`src/rtl/ifc_pkg.sv`:
```
package ifc_pkg;

    localparam int LEN_W = 2;
    localparam int CYC_W = 3;
    localparam int IDX_W = 7;
    localparam int TBL_N = 1 << IDX_W;

    typedef enum logic [1:0] {
        S_WAIT = 2'd0,
        S_OPND = 2'd1,
        S_RUN  = 2'd2
    } fsm_e;

    typedef struct packed {
        logic [LEN_W-1:0] len;
        logic [CYC_W-1:0] cyc;
    } ins_info_t;

    function automatic ins_info_t mk(input int l, input int c);
        ins_info_t r;
        r.len = LEN_W'(l);
        r.cyc = CYC_W'(c);
        return r;
    endfunction

    // Byte count and machine-cycle count for one folded lookup address.
    function automatic ins_info_t info_of(input logic [IDX_W-1:0] idx);
        logic [2:0] row;
        logic [3:0] hi;
        ins_info_t  r;
        row = idx[6:4];
        hi  = idx[3:0];
        unique case (row)
            3'd0: begin
                unique case (hi)
                    4'h0:                      r = mk(1, 1);
                    4'h1, 4'h2, 4'h3, 4'h9:    r = mk(3, 2);
                    4'hE, 4'hF:                r = mk(1, 2);
                    default:                   r = mk(2, 2);
                endcase
            end
            3'd1: r = mk(2, 2);
            3'd2: begin
                unique case (hi)
                    4'h0, 4'h1:                r = mk(3, 2);
                    4'h2, 4'h3, 4'hE, 4'hF:    r = mk(1, 2);
                    4'h7, 4'h8, 4'h9:          r = mk(2, 2);
                    default:                   r = mk(2, 1);
                endcase
            end
            3'd3: begin
                unique case (hi)
                    4'h4, 4'h5, 4'h6:          r = mk(3, 2);
                    4'h7, 4'h8, 4'h9, 4'hA,
                    4'hE, 4'hF:                r = mk(1, 2);
                    default:                   r = mk(1, 1);
                endcase
            end
            3'd4: begin
                unique case (hi)
                    4'h8, 4'hA:                r = mk(1, 4);
                    4'hB:                      r = mk(3, 2);
                    4'h2, 4'h3, 4'h4, 4'h5,
                    4'h6, 4'h7, 4'h9:          r = mk(2, 1);
                    default:                   r = mk(1, 1);
                endcase
            end
            3'd5: begin
                unique case (hi)
                    4'h7, 4'h8, 4'hB, 4'hD:    r = mk(3, 2);
                    4'hA:                      r = mk(1, 1);
                    default:                   r = mk(2, 1);
                endcase
            end
            default: begin
                // rows 6 (indirect) and 7 (register) differ only at hi=D
                unique case (hi)
                    4'h7:                      r = mk(2, 1);
                    4'h8, 4'hA:                r = mk(2, 2);
                    4'hB:                      r = mk(3, 2);
                    4'hD:                      r = (row == 3'd7) ? mk(2, 2) : mk(1, 1);
                    default:                   r = mk(1, 1);
                endcase
            end
        endcase
        return r;
    endfunction

endpackage

```
`src/rtl/ifc_fold.sv`:
```
module ifc_fold
    import ifc_pkg::*;
(
    input  logic [7:0]       op_i,
    output logic [IDX_W-1:0] idx_o
);
    logic [2:0] code;

    always_comb begin
        if (op_i[3])
            code = 3'd7;
        else if (op_i[2:1] == 2'b11)
            code = 3'd6;
        else
            code = op_i[2:0];
        idx_o = {code, op_i[7:4]};
    end
endmodule

```
`src/rtl/ifc_table.sv`:
```
module ifc_table
    import ifc_pkg::*;
(
    input  logic [IDX_W-1:0] idx_i,
    output ins_info_t        info_o
);
    ins_info_t rom [TBL_N];

    for (genvar g = 0; g < TBL_N; g++) begin : g_rom
        assign rom[g] = info_of(IDX_W'(g));
    end

    assign info_o = rom[idx_i];
endmodule

```
`src/rtl/ifc_call.sv`:
```
module ifc_call #(
    parameter int PC_W = 16
) (
    input  logic [7:0]      op_i,
    input  logic [PC_W-1:0] pc_i,
    input  logic [7:0]      p1_i,
    input  logic [7:0]      p2_i,
    output logic            is_call_o,
    output logic [PC_W-1:0] tgt_o
);
    localparam int PAGE_W = 11;
    localparam logic [7:0] LONG_CALL = 8'h12;
    localparam logic [4:0] ABS_CALL  = 5'b10001;

    logic [PC_W-1:0] pc_next;
    logic            is_abs;
    logic            is_long;

    always_comb begin
        pc_next   = pc_i + PC_W'(2);
        is_abs    = (op_i[4:0] == ABS_CALL);
        is_long   = (op_i == LONG_CALL);
        is_call_o = is_abs | is_long;
        if (is_abs)
            tgt_o = {pc_next[PC_W-1:PAGE_W], op_i[7:5], p1_i};
        else
            tgt_o = PC_W'({p1_i, p2_i});
    end
endmodule

```
`src/rtl/insn_fetch_ctl.sv`:
```
module insn_fetch_ctl
    import ifc_pkg::*;
#(
    parameter int PC_W   = 16,
    parameter int PHASES = 4
) (
    input  logic            clk,
    input  logic            rst,
    input  logic [7:0]      byte_i,
    input  logic            byte_vld_i,
    input  logic [PC_W-1:0] pc_i,
    input  logic            tick_i,
    output logic            fetch_en_o,
    output logic [1:0]      len_o,
    output logic [2:0]      cyc_o,
    output logic            done_o,
    output logic [7:0]      pmem1_o,
    output logic [7:0]      pmem2_o,
    output logic            call_vld_o,
    output logic [PC_W-1:0] call_addr_o
);
    localparam int PH_W = (PHASES > 1) ? $clog2(PHASES) : 1;
    localparam logic [PH_W-1:0] PH_LAST = PH_W'(PHASES - 1);

    typedef struct packed {
        fsm_e             st;
        logic [7:0]       op;
        logic [PC_W-1:0]  pc;
        logic [LEN_W-1:0] len;
        logic [CYC_W-1:0] cyc;
        logic [LEN_W-1:0] got;
        logic [7:0]       p1;
        logic [7:0]       p2;
        logic [PH_W-1:0]  ph;
        logic [CYC_W-1:0] cc;
    } regs_t;

    regs_t            q, d;
    logic             done_c;
    logic [IDX_W-1:0] idx;
    ins_info_t        lk;
    logic             is_call;
    logic [PC_W-1:0]  tgt;

    ifc_fold u_fold (
        .op_i  (byte_i),
        .idx_o (idx)
    );

    ifc_table u_tbl (
        .idx_i  (idx),
        .info_o (lk)
    );

    ifc_call #(.PC_W(PC_W)) u_call (
        .op_i      (q.op),
        .pc_i      (q.pc),
        .p1_i      (q.p1),
        .p2_i      (q.p2),
        .is_call_o (is_call),
        .tgt_o     (tgt)
    );

    always_comb begin
        d      = q;
        done_c = 1'b0;
        unique case (q.st)
            S_WAIT: begin
                if (byte_vld_i) begin
                    d.op  = byte_i;
                    d.pc  = pc_i;
                    d.len = lk.len;
                    d.cyc = lk.cyc;
                    d.p1  = '0;
                    d.p2  = '0;
                    d.got = '0;
                    d.ph  = '0;
                    d.cc  = '0;
                    d.st  = (lk.len == LEN_W'(1)) ? S_RUN : S_OPND;
                end
            end
            S_OPND: begin
                if (byte_vld_i) begin
                    if (q.got == '0)
                        d.p1 = byte_i;
                    else
                        d.p2 = byte_i;
                    d.got = q.got + LEN_W'(1);
                    if ((q.got + LEN_W'(2)) == q.len)
                        d.st = S_RUN;
                end
            end
            S_RUN: begin
                if (tick_i) begin
                    if (q.ph == PH_LAST) begin
                        d.ph = '0;
                        if (q.cc == (q.cyc - CYC_W'(1))) begin
                            done_c = 1'b1;
                            d.st   = S_WAIT;
                        end else begin
                            d.cc = q.cc + CYC_W'(1);
                        end
                    end else begin
                        d.ph = q.ph + PH_W'(1);
                    end
                end
            end
            default: d.st = S_WAIT;
        endcase
    end

    always_ff @(posedge clk) begin
        if (rst)
            q <= '0;
        else
            q <= d;
    end

    assign fetch_en_o  = (q.st != S_RUN);
    assign len_o       = q.len;
    assign cyc_o       = q.cyc;
    assign done_o      = done_c;
    assign pmem1_o     = q.p1;
    assign pmem2_o     = q.p2;
    assign call_vld_o  = (q.st == S_RUN) && is_call;
    assign call_addr_o = tgt;
endmodule

```
`config.mk`:
```
export PLATFORM = sky130hd
export DESIGN_NAME = insn_fetch_ctl
export DESIGN_NICKNAME = d
export VERILOG_FILES = /design/src/rtl/ifc_pkg.sv /design/src/rtl/ifc_fold.sv /design/src/rtl/ifc_table.sv /design/src/rtl/ifc_call.sv /design/src/rtl/insn_fetch_ctl.sv
export SDC_FILE = /design/constraint.sdc
export NUM_CORES = 1
export LEC_CHECK = 0
export BUFFER_PORTS_ARGS = -buffer_cell sky130_fd_sc_hd__buf_2
export CAP_MARGIN = 20
export CORE_ASPECT_RATIO = 1.25
export CORE_MARGIN = 2
export CORE_UTILIZATION = 45
export CTS_BUF_LIST = sky130_fd_sc_hd__clkbuf_16
export DETAILED_ROUTE_END_ITERATION = 8
export PLACE_DENSITY = 0.68
export SYNTH_ARGS = -nofsm -noshare
export SYNTH_HDL_FRONTEND = slang
export SYNTH_SLANG_ARGS = --single-unit
```
`constraint.sdc`:
```
create_clock -name clk -period 2.3 [get_ports clk]
set_clock_uncertainty 0.2 [all_clocks]
set_input_delay 0.115 -clock clk [delete_from_list [all_inputs] [get_ports clk]]
set_output_delay 0.115 -clock clk [all_outputs]
set_load 0.005 [all_outputs]
```
==> metrics.txt <==
post-synthesis cell type count 65; Hold Path Depth 3; layout overhead on the synthesized area 16.6%; main area contributors after synthesis dfxtp_1 32%, nand2_1 8.9%, a21oi_1 7.5%; Power Density between 600 and 700 nW/um2; Final Instance Count excl. Fillers 571; setup TNS 0 ps; total die area 8100 um2; Seq/Total Area, Yosys 0.319; H-tree levels 2; final period utilization 0.952; RSZ-0062 raised after global routing no; HPWL Detailed around 5.7 mm; M3 GR Usage 0.0243; chip width 80.9 um; Async SR Flop Fraction 0; highest-delay cell along the critical path dlygate4sd3_1; crit-path max FO 9; clock slew at reported path FFs 70 ps; Mapped Cells 420; Min Clock Period, post-route 2190 ps; largest net degree at the start of global routing 32; later-pin clock latency in the skew report 290 ps; Filler cells 734; WHS Endpoint q[44]; setup violators final 0; CP Launch Type input port; hold path start byte_i[0]; initial antenna violation count 0; CTS root buffer clkbuf_16; Synth top area share 0.319; cell count of the worst reg-to-reg path 7; CTS tree yes; f_max ~460 MHz; Critical R2R Launch cyc_o[0]; Final Hold Vio Count 0; Ys Warns 0; dpl cells 545; Crit Path Class in -> reg; Peak supply drop 336 uV; critical-path cell list dlygate4sd3_1 -> buf_2 -> ha_1 -> and3b_1 -> or4_1 -> a31oi_1 -> o22a_1 -> o211ai_1; drt first pass iters 4; vias per cell 5.45; GRT met1 Usage 0.238; FF+latch count, synth 53; clk sinks 53; vias post-DR 3114; core box area 7270 um2; Post-CTS Repair Setup Buffers 0; Routed Antenna Nets 0; Max-Cap Viols 0; first-pass GRT wire length 12.8 mm; Antenna Cells 0; Wirelength per Cell 13.9 um; Final Slew Violations 0; Req. time, crit path 2270 ps; EDFF count, synth 0; Hold/Removal Path Class in -> reg; area of the multi-input gates 1890 um2; CTS buffer count 5; row cnt 35; reg-to-reg critical path endpoint q[0]; most frequent cells after synthesis 79 x nand2_1, 53 x dfxtp_1, 50 x a21oi_1; Yosys top cell by area dfxtp_1; Crit. End Element register; Pleak around 1.6 nW; M2 GR Usage 0.353; grt peak-use layer met2; R2R Setup Slk 380 ps; GP Congestion 0.886; final hold slack 2.24 ps; worst-margin pin slew 550 ps; initial drt markers ~120; GRT overflow 0; Largest stage delay, worst path 520 ps; Die H 100 um; Mean Syn Cell Area 7.92 um2; DRC violations left 0; ys flop type dfxtp_1; syn nets 463; count leader, synth nand2_1; total track usage 0.196; Clock Path Buffers 2; Buffers on Ports 66; share of post-route cells with drive strength above 1 0.242; initial core utilization 0.457; Overall Power about 2.4 mW; Slew HR 0.633; worst path arrival time 2160 ps; Seq. cell area 1060 um2; # IOs 68; drt total wl a little under 8 mm; Nets roughly 520; Post-Synthesis Cell Area approximately 3300 um2; vias in the first global route 2808; status finished clean
[repair_timing]
action,CTS,global route
resized for setup,0,0
hold endpoints to repair,22,0
hold buffers,18,0
[worst max-delay path by stage]
stage                   start        to  slack, ps
floorplan           byte_i[6]     q[52]        530
global placement    byte_i[6]     q[52]        300
detailed placement  byte_i[6]  len_o[1]        280
CTS                 byte_i[4]     q[52]        110
global route        byte_i[4]     q[52]          5
finish              byte_i[4]     q[52]        110
[report_power, final]
group | internal, mW | total, mW | switching, mW
clock | 0.409 | 0.751 | 0.342
combinational | 0.250 | 0.597 | 0.347
sequential | 0.995 | 1.06 | 0.0631
total | 1.65 | 2.41 | 0.752
[stage by stage]
step                      utilization  instance area, um2  setup slack, ps
after floorplan                     -                3320              526
after global placement          0.488                3550              296
after detailed placement        0.488                3550              277
after CTS                       0.533                3880              113
after global routing            0.533                3880             5.40
final                           0.533                3880              110
[placed cells by master, fill, tap and decap left out, types with 4 or more instances in the layout]
cell / n
nor2_1: 17
nand3_1: 23
a21oi_1: 50
nand2_1: 79
inv_1: 13
mux2_2: 12
o21ai_0: 13
nand4_1: 6
dfxtp_1: 53
dlygate4sd3_1: 18
nor2b_1: 6
o211ai_1: 4
a31oi_1: 4
nor3_1: 5
buf_4: 14
buf_2: 66
ha_1: 15
xor2_1: 7
nand2b_1: 7
clkbuf_16: 5
[cell type report]
cell class | count | share of cell area
multi-input cells | 307 | 0.487
flip-flops and latches | 53 | 0.274
repair buffers | 98 | 0.159
clock buffers | 5 | 0.0323
well taps | 92 | 0.0297
inverters | 13 | 0.0126
clock inverters | 3 | 0.00645
[state kept, by name (all words and copies together) (netlist names)]
signal / cells
pmem1_o: 8
len_o: 2
q: 32
pmem2_o: 8
cyc_o: 3
[routing by layer]
metal	routed length, um	vias to the layer above
met5	0	-
met4	99	0
met3	340	10
met2	4230	84
met1	3280	1467
li1	-	1553
[critical path, delay by kind of cell]
kind                     cells  cell delay [ps]
adder cells (fa/ha/maj)      1              270
buffers and inverters        2              710
AND/OR/NAND/NOR              2              560
AO/OA/AOI/OAI                3              500
[logic make-up (layout without fill, tap and decap cells)]
kind of cell    count (synthesis)  after routing  synth area share
fa+ha+maj                      15             15            0.0565
simple gates                  169            169             0.246
flops                          53             53             0.319
buf+inv                        60            119             0.114
xor+xnor                       11             11            0.0331
compound gates                100            100             0.191
mux                            12             12            0.0406
No activity file was read; power rests on OpenSTA's default activity.
